`src/rtl/wake_gate_pkg.sv`:
```
package wake_gate_pkg;

  typedef enum logic {
    PS_DOWN = 1'b0,
    PS_UP   = 1'b1
  } pwr_state_e;

  function automatic int unsigned cnt_bits(input int unsigned n);
    return (n < 2) ? 1 : $clog2(n);
  endfunction

endpackage

```
`src/rtl/wg_sync.sv`:
```
module wg_sync #(
  parameter int unsigned WIDTH  = 2,
  parameter int unsigned STAGES = 2
) (
  input  logic             clk,
  input  logic             rst,
  input  logic [WIDTH-1:0] d_i,
  output logic [WIDTH-1:0] q_o
);

  logic [WIDTH-1:0] chain_q [STAGES];

  always_ff @(posedge clk) begin
    if (rst) chain_q[0] <= '0;
    else     chain_q[0] <= d_i;
  end

  for (genvar s = 1; s < STAGES; s++) begin : g_stage
    always_ff @(posedge clk) begin
      if (rst) chain_q[s] <= '0;
      else     chain_q[s] <= chain_q[s-1];
    end
  end

  assign q_o = chain_q[STAGES-1];

endmodule

```
`src/rtl/wg_qualifier.sv`:
```
module wg_qualifier #(
  parameter int unsigned QUAL_CYCLES = 1_000_000,
  localparam int unsigned QW = wake_gate_pkg::cnt_bits(QUAL_CYCLES)
) (
  input  logic          clk,
  input  logic          rst,
  input  logic          req_i,
  input  logic          hold_clr_i,
  output logic [QW-1:0] cnt_o,
  output logic          qual_o
);

  localparam logic [QW-1:0] LAST = QW'(QUAL_CYCLES - 1);

  logic [QW-1:0] cnt_q;

  always_ff @(posedge clk) begin
    if (rst || !req_i || hold_clr_i) begin
      cnt_q <= '0;
    end else if (cnt_q != LAST) begin
      cnt_q <= cnt_q + 1'b1;
    end
  end

  assign cnt_o  = cnt_q;
  assign qual_o = req_i && !hold_clr_i && (cnt_q == LAST);

endmodule

```
`src/rtl/wg_power_reg.sv`:
```
module wg_power_reg
  import wake_gate_pkg::*;
(
  input  logic clk,
  input  logic rst,
  input  logic qual_i,
  input  logic off_i,
  output logic on_o,
  output logic pulse_o
);

  pwr_state_e state_q;
  logic       pulse_q;

  always_ff @(posedge clk) begin
    if (rst) begin
      state_q <= PS_DOWN;
      pulse_q <= 1'b0;
    end else begin
      pulse_q <= 1'b0;
      if (off_i) begin
        state_q <= PS_DOWN;
      end else if (qual_i && state_q == PS_DOWN) begin
        state_q <= PS_UP;
        pulse_q <= 1'b1;
      end
    end
  end

  assign on_o    = (state_q == PS_UP);
  assign pulse_o = pulse_q;

endmodule

```
`src/rtl/wake_gate_top.sv`:
```
module wake_gate_top #(
  parameter int unsigned QUAL_CYCLES = 1_000_000,
  parameter int unsigned SYNC_STAGES = 2,
  localparam int unsigned QW = wake_gate_pkg::cnt_bits(QUAL_CYCLES)
) (
  input  logic clk,
  input  logic rst,
  input  logic wake_req_i,
  input  logic io_alive_i,
  input  logic pwr_off_i,
  output logic pwr_on_o,
  output logic wake_pulse_o
);

  logic [1:0]    sync_q;
  logic          wake_s;
  logic          mask_s;
  logic          eff_req;
  logic          qual;
  logic [QW-1:0] cnt_q;

  wg_sync #(.WIDTH(2), .STAGES(SYNC_STAGES)) u_sync (
    .clk (clk),
    .rst (rst),
    .d_i ({io_alive_i, wake_req_i}),
    .q_o (sync_q)
  );

  assign wake_s  = sync_q[0];
  assign mask_s  = sync_q[1];
  assign eff_req = wake_s && !mask_s;

  wg_qualifier #(.QUAL_CYCLES(QUAL_CYCLES)) u_qual (
    .clk        (clk),
    .rst        (rst),
    .req_i      (eff_req),
    .hold_clr_i (pwr_on_o),
    .cnt_o      (cnt_q),
    .qual_o     (qual)
  );

  wg_power_reg u_pwr (
    .clk     (clk),
    .rst     (rst),
    .qual_i  (qual),
    .off_i   (pwr_off_i),
    .on_o    (pwr_on_o),
    .pulse_o (wake_pulse_o)
  );

endmodule

```
`config.mk`:
```
export PLATFORM = sky130hd
export DESIGN_NAME = wake_gate_top
export DESIGN_NICKNAME = d
export VERILOG_FILES = /design/src/rtl/wake_gate_pkg.sv /design/src/rtl/wg_sync.sv /design/src/rtl/wg_qualifier.sv /design/src/rtl/wg_power_reg.sv /design/src/rtl/wake_gate_top.sv
export SDC_FILE = /design/constraint.sdc
export NUM_CORES = 1
export LEC_CHECK = 0
export ABC_CLOCK_PERIOD_IN_PS = 2200
export BUFFER_PORTS_ARGS = -buffer_cell sky130_fd_sc_hd__buf_2
export CORE_MARGIN = 2
export CORE_UTILIZATION = 49
export DETAILED_ROUTE_END_ITERATION = 12
export GPL_TIMING_DRIVEN = 0
export PLACE_DENSITY = 0.75
export RECOVER_POWER = 25
export SLEW_MARGIN = 5
export SYNTH_ARGS = -nofsm -noshare
export SYNTH_HDL_FRONTEND = slang
export SYNTH_SLANG_ARGS = --single-unit
```
`constraint.sdc`:
```
create_clock -name clk -period 2.2 [get_ports clk]
set_input_delay 0.22 -clock clk [delete_from_list [all_inputs] [get_ports clk]]
set_output_delay 0.22 -clock clk [all_outputs]
set_load 0.02 [all_outputs]
```
==> run_results.csv, run 1 <==
group,metric,value,unit
critical_path,worstPathRequired,2.45,ns
yosys,synth-seq-cells,26,
detailed_routing,post_drt_via_cell_ratio,6.07,
timing,period_needed,1.87,ns
global_route,track_usage,0.183,
cts,cts_htree_levels,1,
cts,ctsHoldBuffers,0,
timing,slew_headroom,0.504,
timing,setup-tns-final,0,ns
critical_path,crit_fanout,6,
yosys,synth_top_family_by_area,"simple AND/OR/NAND/NOR gates",
outcome,status,"finished clean",
detailed_routing,wl_per_cell,13.4,um
critical_path,reg2reg_depth,6,
yosys,syn_area_per_cell,8.97,um2
die,io_pins,7,
power_and_ir_drop,leakage,0.414,nW
critical_path,critPathCaptureType,"flop",
timing,setup_viol,0,
detailed_routing,drt_iter0_markers,30,
yosys,netlist_area,0.00112,mm2
critical_path,critPathCapture,"u_qual.cnt_o[6]$_SDFFE_PP0P_",
yosys,synthSimpleGateAreaFrac,0.317,
cts,cts.sinks,26,
timing,fmax,536,MHz
die,rows,17,
place,place_ws,0.224,ns
timing,tightest_slew,0.742,ns
detailed_routing,drc,0,
critical_path,path_class,"reg2reg",
die,core-area,0.00219,mm2
yosys,seq_area_frac_synth,0.464,
finish,drive_gt1_frac,0.0672,
timing,rsz0062_at_grt,"no",
global_route,grt-ovfl-total,0,
place,place.gp.congestion,0.826,
global_route,grt_pass1_vias,859,
yosys,synth_nets,131,
finish,num-fill-cells,208,
die,start_util,0.512,
timing,finalHoldViolations,0,
finish,area_growth_syn_to_layout,7.92,%
power_and_ir_drop,ir_drop,0.000363,V
detailed_routing,ant_nets,0,
cts,cts_resized,0,
yosys,synth.lib_cells_used.distinct,31,
critical_path,worstPathArrival,2.12,ns
die,die-area,0.00269,mm2
yosys,netlist_instances,125,
finish,final_util,0.552,
critical_path,rrSetupSlack,0.33,ns
cts,clkTransAtPathRegs,0.13,ns
cts,cts_buffer_depth,2,
cts,cts_tree,"built",
place,hpwl,1540,um
detailed_routing,firstDrtPassIters,4,
cts,clockRootBuffer,"clkbuf_4",
timing,fin_ws,0.335,ns
detailed_routing,vias,984,
finish,diodes,0,
global_route,grt_antenna_before_repair,0,
die,die_y,51.8,um
cts,cts_setup_buffers,0,
yosys,synthAdderAreaFrac,0.0112,
yosys,synthXorXnorAreaFrac,0.0625,
yosys,synth-compound-area-share,0.131,
global_route,grt_pass1_wl,3690,um
timing,fin_skew,0.00235,ns
place,io_buffers,6,
critical_path,r2r_end,"u_qual.cnt_o[6]$_SDFFE_PP0P_",
critical_path,worstSetupStartpoint,"u_qual.cnt_o[0]$_SDFFE_PP0P_",
power_and_ir_drop,power,688,uW
yosys,synth_mux_area_frac,0,
finish,layout.nets,142,
die,die_x,51.8,um
power_and_ir_drop,power_density,568,mW/mm2
yosys,ys_warn_count,0,
critical_path,r2r-start,"u_qual.cnt_o[0]$_SDFFE_PP0P_",
job,drv_cap,0,
critical_path,start_kind,"flop",
global_route,grt_start_max_net_pins,14,
timing,drv_slew,0,
timing,post-route-period-util,0.848,
cts,cts_made_buffers,3,
detailed_routing,drt_wl_total,2170,um
timing,holdWs,0.0974,ns
worst_hold_path,hold_class,"in2reg",
cts,clk_latency,0.31,ns
[through the flow]
stage	instance area [um2]	cells
after floorplan	1120	125
after CTS	1210	162
after detailed placement	1190	159
after global placement	1190	159
final	1210	162
after global routing	1210	162
[metal layers]
metal,vias to the layer above,global-route usage,part of all wire,routed length [um]
li1,485,-,-,-
met1,457,0.247,0.46,1000
met2,38,0.289,0.46,1010
met3,4,0.0374,0.061,132
met4,0,0.0658,0.012,26
met5,-,0,0,0
[cell type report]
type | count | area, um2 | area share
plain buffers | 4 | 15.0 | 0.0124
multi-input cells | 95 | 591 | 0.488
clock buffers | 3 | 22.5 | 0.0186
flip-flops and latches | 26 | 520 | 0.430
well taps | 28 | 35.0 | 0.0290
repair buffers | 6 | 26.3 | 0.0217
[cells in the mapped netlist, drive strengths merged]
| master | instances | area, um2 |
|---|---|---|
| nor4 | 3 | 18.8 |
| or4b | 1 | 10.0 |
| and2b | 4 | 30.0 |
| nand2b | 1 | 6.26 |
| buf | 1 | 5.00 |
| nand3 | 7 | 35.0 |
| or3 | 2 | 12.5 |
| or4 | 1 | 7.51 |
| a31o | 2 | 17.5 |
| dfxtp | 26 | 521 |
| a31oi | 5 | 31.3 |
| and2 | 1 | 6.26 |
| a21oi | 5 | 25.0 |
| nor4bb | 1 | 10.0 |
| nor3 | 3 | 15.0 |
| o211ai | 1 | 7.51 |
| nor3b | 1 | 7.51 |
| and3 | 3 | 18.8 |
| o21a | 1 | 7.51 |
| xor2 | 5 | 43.8 |
| nor4b | 2 | 17.5 |
| nor2 | 13 | 48.8 |
| xnor2 | 3 | 26.3 |
| clkbuf | 3 | 11.3 |
| o21ai | 8 | 40.0 |
| nand4 | 8 | 50.1 |
| a41o | 1 | 10.0 |
| a211oi | 1 | 7.51 |
| nand2 | 7 | 26.3 |
| and4 | 4 | 35.0 |
| ha | 1 | 12.5 |
[cell families (layout without fill, tap and decap cells)]
family	count (synthesis)	in the layout
and+or+nand+nor	62	62
DFF	26	26
AOI/OAI and AO/OA	24	24
xor gates and xnor gates	8	8
buffers and inverters	4	13
adders and majority gates	1	1
[state kept, by name, indices dropped and copies added (netlist names)]
signal	flops
u_qual.cnt_o	20
u_sync.chain_q	4
u_pwr.on_o	1
u_pwr.pulse_o	1
[placed cells by master, fill, tap and decap left out, types with 2 or more instances in the layout]
cell       n
clkbuf_4   3
a31o_2     2
nor3_1     3
xnor2_1    3
a31oi_1    5
and2b_1    4
and4_1     4
clkbuf_1   7
dfxtp_1   26
nand4_1    8
nor2_1    13
nand2_1    7
nor4_1     3
a21oi_1    5
or3_1      2
and3_1     3
xor2_1     5
nand3_1    7
o21ai_0    8
buf_2      3
[where the power goes]
group / leakage (nW) / switching, mW / internal [mW]
clock network: 0.0138 / 0.131 / 0.0641
registers: 0.210 / 0.00218 / 0.475
logic: 0.190 / 0.00803 / 0.00742
[worst max-delay path, cell delays in order (launching register included)]
cell and delay, ns:
dfxtp_1 0.44, ha_1 0.24, and3_1 0.16, clkbuf_1 0.23, nand3_1 0.20, or3_1 0.39, a21oi_1 0.14
[worst min path at each step]
stage / from / to / depth (start not counted)
after global routing: wake_req_i / u_sync.chain_q[0][0]$_SDFF_PP0_ / 2
after CTS: wake_req_i / u_sync.chain_q[0][0]$_SDFF_PP0_ / 2
after global placement: u_sync.chain_q[0][0]$_SDFF_PP0_ / u_sync.chain_q[1][0]$_SDFF_PP0_ / 1
after detailed placement: u_sync.chain_q[0][0]$_SDFF_PP0_ / u_sync.chain_q[1][0]$_SDFF_PP0_ / 1
after floorplan: wake_req_i / u_sync.chain_q[0][0]$_SDFF_PP0_ / 1
final: wake_req_i / u_sync.chain_q[0][0]$_SDFF_PP0_ / 2
Power figures use the tool's default switching activity.
==> inputs of run 2 (changes only) <==
ABC_AREA = 1   (was not set)
ABC_CLOCK_PERIOD_IN_PS = 1650   (was 2200)
PLACE_DENSITY = 0.77   (was 0.75)
clock period = 1.65 ns   (was 2.2 ns; I/O delays follow)
==> run 2 against run 1 <==
Net effect:
- core utilization grew 1.1 points
- non-clock buffer count down 3
- global-route usage fell by 1.7 points
- clock power grew 64%
- maximum frequency is 26% higher
- cell count rose by 45%
- critical path type unchanged
- count of clock-buffer cells in the layout up 1
- sequential power grew 33%
- cell area is 17% higher
- register-to-register slack lost 0.16 ns
- power increased by 42%
==> run_results.csv, run 2 <==
group,metric,value,unit
detailed_routing,vias,1136,
timing,drv_slew,0,
worst_hold_path,min_path_cells,3,
die,rows,18,
finish,layout.nets,212,
timing,fmax,677,MHz
detailed_routing,drt_iter0_markers,34,
cts,cts.sinks,26,
yosys,syn_area_per_cell,6.77,um2
yosys,seq_area_frac_synth,0.394,
yosys,yosys-top-cells-area,"dfxtp_1 39%, nand2_1 11%, nor2_1 9.4%",
yosys,synth_nets,201,
critical_path,r2r_end,"u_qual.cnt_o[18]$_SDFFE_PP0P_",
critical_path,critPathCaptureType,"flop",
finish,largest_reg_flops,20,
die,start_util,0.523,
finish,diodes,0,
yosys,ys_warn_count,0,
timing,period_needed,1.48,ns
yosys,synth-seq-cells,26,
timing,finalHoldViolations,0,
critical_path,r2r-start,"u_qual.cnt_o[1]$_SDFFE_PP0P_",
die,die-area,0.00312,mm2
worst_hold_path,hold_start,"wake_req_i",
detailed_routing,firstDrtPassIters,4,
cts,cts_setup_buffers,0,
cts,clkTransAtPathRegs,0.14,ns
global_route,grt_pass1_vias,999,
cts,cts_buffer_depth,2,
worst_hold_path,hold_end,"u_sync.chain_q[0][0]$_SDFF_PP0_",
global_route,track_usage,0.166,
global_route,grt_start_max_net_pins,15,
finish,num-fill-cells,254,
critical_path,start_kind,"flop",
power_and_ir_drop,power,976,uW
finish,final_common_cell,"nand2_1",
cts,cts_htree_levels,1,
cts,cts_tree,"built",
yosys,synth.lib_cells_used.distinct,22,
finish,fin_area,0.00142,mm2
timing,fin_skew,0.00715,ns
critical_path,reg2reg_depth,7,
cts,clk_latency,0.32,ns
detailed_routing,ant_nets,0,
detailed_routing,post_drt_via_cell_ratio,4.83,
critical_path,worstPathArrival,1.74,ns
cts,ctsHoldBuffers,0,
global_route,grt_antenna_before_repair,0,
yosys,yosys.area.top_type,"dfxtp_1",
die,die_x,55.9,um
place,place_area,0.00139,mm2
cts,clockRootBuffer,"clkbuf_4",
finish,final_cell_mix,"41 x nand2_1, 33 x nor2_1, 27 x inv_1",
finish,area_growth_syn_to_layout,7.68,%
die,core-area,0.00252,mm2
place,place.gp.congestion,0.827,
detailed_routing,drc,0,
yosys,ys_top_cells_by_count,"40 x nand2_1, 33 x nor2_1, 27 x inv_1",
yosys,yosysMostFrequentCell,"nand2_1",
yosys,netlist_instances,195,
timing,post-route-period-util,0.895,
die,io_pins,7,
detailed_routing,wl_per_cell,10.4,um
cts,cts_resized,0,
critical_path,rrSetupSlack,0.17,ns
finish,drive_gt1_frac,0.122,
outcome,status,"finished clean",
critical_path,path_class,"reg2reg",
critical_path,crit_fanout,6,
die,die_y,55.9,um
place,io_buffers,6,
yosys,async_reset_ff_frac,0,
yosys,synthFlopType,"dfxtp_1",
cts,cts_made_buffers,3,
yosys,synth_edf_count,0,
power_and_ir_drop,leakage,0.425,nW
worst_hold_path,hold_class,"in2reg",
timing,tightest_slew,0.295,ns
global_route,grt-ovfl-total,0,
timing,rsz0062_at_grt,"no",
global_route,grt_pass1_wl,4230,um
place,hpwl,1950,um
timing,setup_viol,0,
power_and_ir_drop,power_density,687,mW/mm2
yosys,synth_top_area_frac,0.394,
critical_path,worstPathRequired,1.91,ns
power_and_ir_drop,ir_drop,0.000540,V
timing,slew_headroom,0.804,
yosys,netlist_area,0.00132,mm2
detailed_routing,drt_wl_total,2440,um
timing,setup-tns-final,0,ns
job,drv_cap,0,
run 2: critical path, cell delays in order (launching register included):
cell     delay, ns
dfxtp_1       0.42
ha_2          0.27
nand2_1       0.08
nor2_2        0.14
nand2_2       0.10
nor2_4        0.16
nand3_1       0.11
a21oi_2       0.14
run 2: per-stage QoR:
stage / setup slack (ns) / util / std cells / hold WS [ns]
after global routing: 0.0192 / 0.563 / 235 / 0.0260
after floorplan: 0.338 / - / 195 / 0.236
after detailed placement: 0.0750 / 0.550 / 231 / 0.378
after global placement: 0.0869 / 0.550 / 231 / 0.366
final: 0.173 / 0.563 / 235 / 0.0345
after CTS: 0.0447 / 0.564 / 235 / 0.0250
run 2: power by group:
group	internal (mW)	switching, mW
registers	0.633	0.00238
clock network	0.135	0.184
logic	0.00834	0.0133
run 2: cell families after synthesis:
logic type | after synthesis | synth area share
xor gates and xnor gates | 5 | 0.0332
DFF | 26 | 0.394
adders and majority gates | 1 | 0.00948
buffers and inverters | 30 | 0.0863
AOI/OAI and AO/OA | 23 | 0.0948
and+or+nand+nor | 110 | 0.382
run 2: final cells by class:
cell class	instances	area, um2	area share
Multi-Input combinational cell	139	686	0.482
Sequential cell	26	522	0.367
Inverter	29	109	0.0766
Tap cell	30	37.5	0.0264
Clock buffer	4	36.3	0.0255
Timing Repair Buffer	6	26.3	0.0185
Buffer	1	5.00	0.00352
run 2: per-layer routing:
metal,wire [um],share of wire,up-vias,global-route usage
met1,1250,0.51,491,0.226
li1,-,-,634,-
met3,71,0.029,2,0.0419
met4,17,0.0070,0,0.0306
met2,1110,0.45,9,0.270
met5,0,0,-,0
run 2: how the worst max path moves through the flow:
stage | from | end | slack, ns
after detailed placement | u_qual.cnt_o[0]$_SDFFE_PP0P_ | u_qual.cnt_o[18]$_SDFFE_PP0P_ | 0.07
after global placement | u_qual.cnt_o[0]$_SDFFE_PP0P_ | u_qual.cnt_o[6]$_SDFFE_PP0P_ | 0.09
after global routing | u_qual.cnt_o[1]$_SDFFE_PP0P_ | u_qual.cnt_o[6]$_SDFFE_PP0P_ | 0.02
after floorplan | u_qual.cnt_o[0]$_SDFFE_PP0P_ | u_qual.cnt_o[18]$_SDFFE_PP0P_ | 0.34
final | u_qual.cnt_o[1]$_SDFFE_PP0P_ | u_qual.cnt_o[18]$_SDFFE_PP0P_ | 0.17
after CTS | u_qual.cnt_o[0]$_SDFFE_PP0P_ | u_qual.cnt_o[18]$_SDFFE_PP0P_ | 0.04
==> inputs of run 3 (changes only) <==
CORE_UTILIZATION = 50   (was 49)
PLACE_DENSITY = 0.78   (was 0.77)
==> run 3 against run 2 <==
Net effect:
- clock power is 2% lower
- die area is 1.9% lower
- combinational power hardly changed
- first-iteration DRC count is 2.9% higher
- non-clock buffer count stayed put
- critical endpoint is now u_qual.cnt_o[5]$_SDFFE_PP0P_
- critical path type unchanged
- cell count stayed put
- sequential power hardly changed
==> run_results.csv, run 3 (synthesis results as in run 2) <==
group,metric,value,unit
outcome,status,"finished clean",
timing,finalHoldViolations,0,
critical_path,worstPathRequired,1.90,ns
global_route,grt_pass1_wl,4350,um
cts,clockRootBuffer,"clkbuf_4",
cts,cts_made_buffers,3,
cts,cts_buffer_depth,2,
power_and_ir_drop,leakage,0.425,nW
die,die_x,55.4,um
die,die_y,55.4,um
cts,clkTransAtPathRegs,0.13,ns
critical_path,critPathCaptureType,"flop",
cts,cts.sinks,26,
critical_path,crit_chain,"ha_2, nand3_2, nor2_1, nand4_1, a21oi_1",
finish,multi_input_area,686,um2
detailed_routing,drt_wl_total,2470,um
global_route,grt-ovfl-total,0,
timing,slew_headroom,0.804,
detailed_routing,firstDrtPassIters,4,
timing,rsz0062_at_grt,"no",
global_route,grt_start_max_net_pins,15,
timing,tightest_slew,0.293,ns
finish,final_cell_mix,"41 x nand2_1, 33 x nor2_1, 27 x inv_1",
finish,largest_reg_flops,20,
place,place.gp.congestion,0.866,
power_and_ir_drop,ir_drop,0.000581,V
place,hpwl,1970,um
power_and_ir_drop,clkPwrFrac,0.323,
die,io_pins,7,
finish,regArea,522,um2
timing,setup_viol,0,
critical_path,crit_fanout,6,
timing,period_needed,1.45,ns
die,rows,18,
finish,final_cells,235,
cts,clk_latency,0.31,ns
detailed_routing,wl_per_cell,10.5,um
timing,holdWs,0.0351,ns
finish,area_growth_syn_to_layout,7.68,%
timing,fmax,688,MHz
detailed_routing,drt_iter0_markers,35,
finish,final_common_cell,"nand2_1",
timing,fin_skew,0.00431,ns
finish,num-fill-cells,242,
critical_path,start_kind,"flop",
place,io_buffers,6,
die,core-area,0.00250,mm2
timing,setup-tns-final,0,ns
critical_path,path_class,"reg2reg",
power_and_ir_drop,p_seq_frac,0.655,
worst_hold_path,hold_class,"in2reg",
global_route,grt_pass1_vias,1047,
critical_path,crit_path_top_delay_cell,"dfxtp_2",
timing,drv_slew,0,
die,die-area,0.00307,mm2
detailed_routing,ant_nets,0,
power_and_ir_drop,internal_power,776,uW
detailed_routing,post_drt_via_cell_ratio,5.00,
power_and_ir_drop,switchingPower,194,uW
die,start_util,0.528,
critical_path,slowest_delay,0.41,ns
finish,diodes,0,
global_route,grt_antenna_before_repair,0,
finish,drive_gt1_frac,0.122,
finish,layout.nets,212,
power_and_ir_drop,power_density,682,mW/mm2
timing,post-route-period-util,0.880,
power_and_ir_drop,p_sw_frac,0.200,
cts,cts_tree,"built",
global_route,track_usage,0.176,
critical_path,worstPathArrival,1.70,ns
power_and_ir_drop,combPwrFrac,0.022,
detailed_routing,vias,1174,
place,place_inst,231,
cts,cts_htree_levels,1,
detailed_routing,drc,0,
job,drv_cap,0,
[run 3: cell counts in the layout (fill, tap and decap cells not counted)]
No cell type changed its count.
[run 3: routing by layer]
metal,global-route usage,share of wire,vias up
met5,0,0,-
met4,0.0906,0.016,0
met3,0.0211,0.026,4
met2,0.289,0.46,13
met1,0.225,0.49,518
li1,-,-,639
[run 3: power by group through the flow]
stage	logic [mW]	clock network [mW]	registers [mW]
final	0.0216	0.313	0.636
after global routing	0.0246	0.357	0.637
after detailed placement	0.0223	0	0.649
after floorplan	0.0129	0	0.649
after CTS	0.0224	0.327	0.636
after global placement	0.0215	0	0.649
[run 3: timing repair]
| item | 4_1_cts | 5_1_grt |
|---|---|---|
| hold buffers | 0 | 0 |
| resized for setup | 0 | 2 |
| buffers inserted | 0 | 0 |
| endpoints found under the setup margin | 0 | 8 |
[run 3: final cells by class]
| type | instances | area share |
|---|---|---|
| Inverter | 29 | 0.0766 |
| Tap cell | 30 | 0.0264 |
| Sequential cell | 26 | 0.367 |
| Timing Repair Buffer | 6 | 0.0185 |
| Multi-Input combinational cell | 139 | 0.482 |
| Buffer | 1 | 0.00352 |
| Clock buffer | 4 | 0.0255 |
[run 3: worst max-delay path, delay by kind of cell (launching register included)]
kind | cells | cell delay [ns]
AND/OR/NAND/NOR | 3 | 0.50
AO/OA/AOI/OAI | 1 | 0.21
flip-flops | 1 | 0.41
adder cells (fa/ha/maj) | 1 | 0.25
[run 3: metrics by stage]
step	power [mW]	setup WS (ns)	util	area [um2]
after floorplan	0.662	0.338	-	1320
after global placement	0.671	0.134	0.555	1390
after detailed placement	0.672	0.108	0.555	1390
after CTS	0.985	0.0784	0.570	1420
after global routing	1.02	0.0367	0.569	1420
final	0.970	0.197	0.569	1420
[run 3: worst paths after layout]
path,from,end,slack [ns],cells after the start
setup reg to reg,u_qual.cnt_o[0]$_SDFFE_PP0P_,u_qual.cnt_o[5]$_SDFFE_PP0P_,0.20,5
hold reg to reg,u_sync.chain_q[0][1]$_SDFF_PP0_,u_sync.chain_q[1][1]$_SDFF_PP0_,0.41,2
hold / removal,io_alive_i,u_sync.chain_q[0][1]$_SDFF_PP0_,0.04,3
setup / recovery,u_qual.cnt_o[0]$_SDFFE_PP0P_,u_qual.cnt_o[5]$_SDFFE_PP0P_,0.20,5
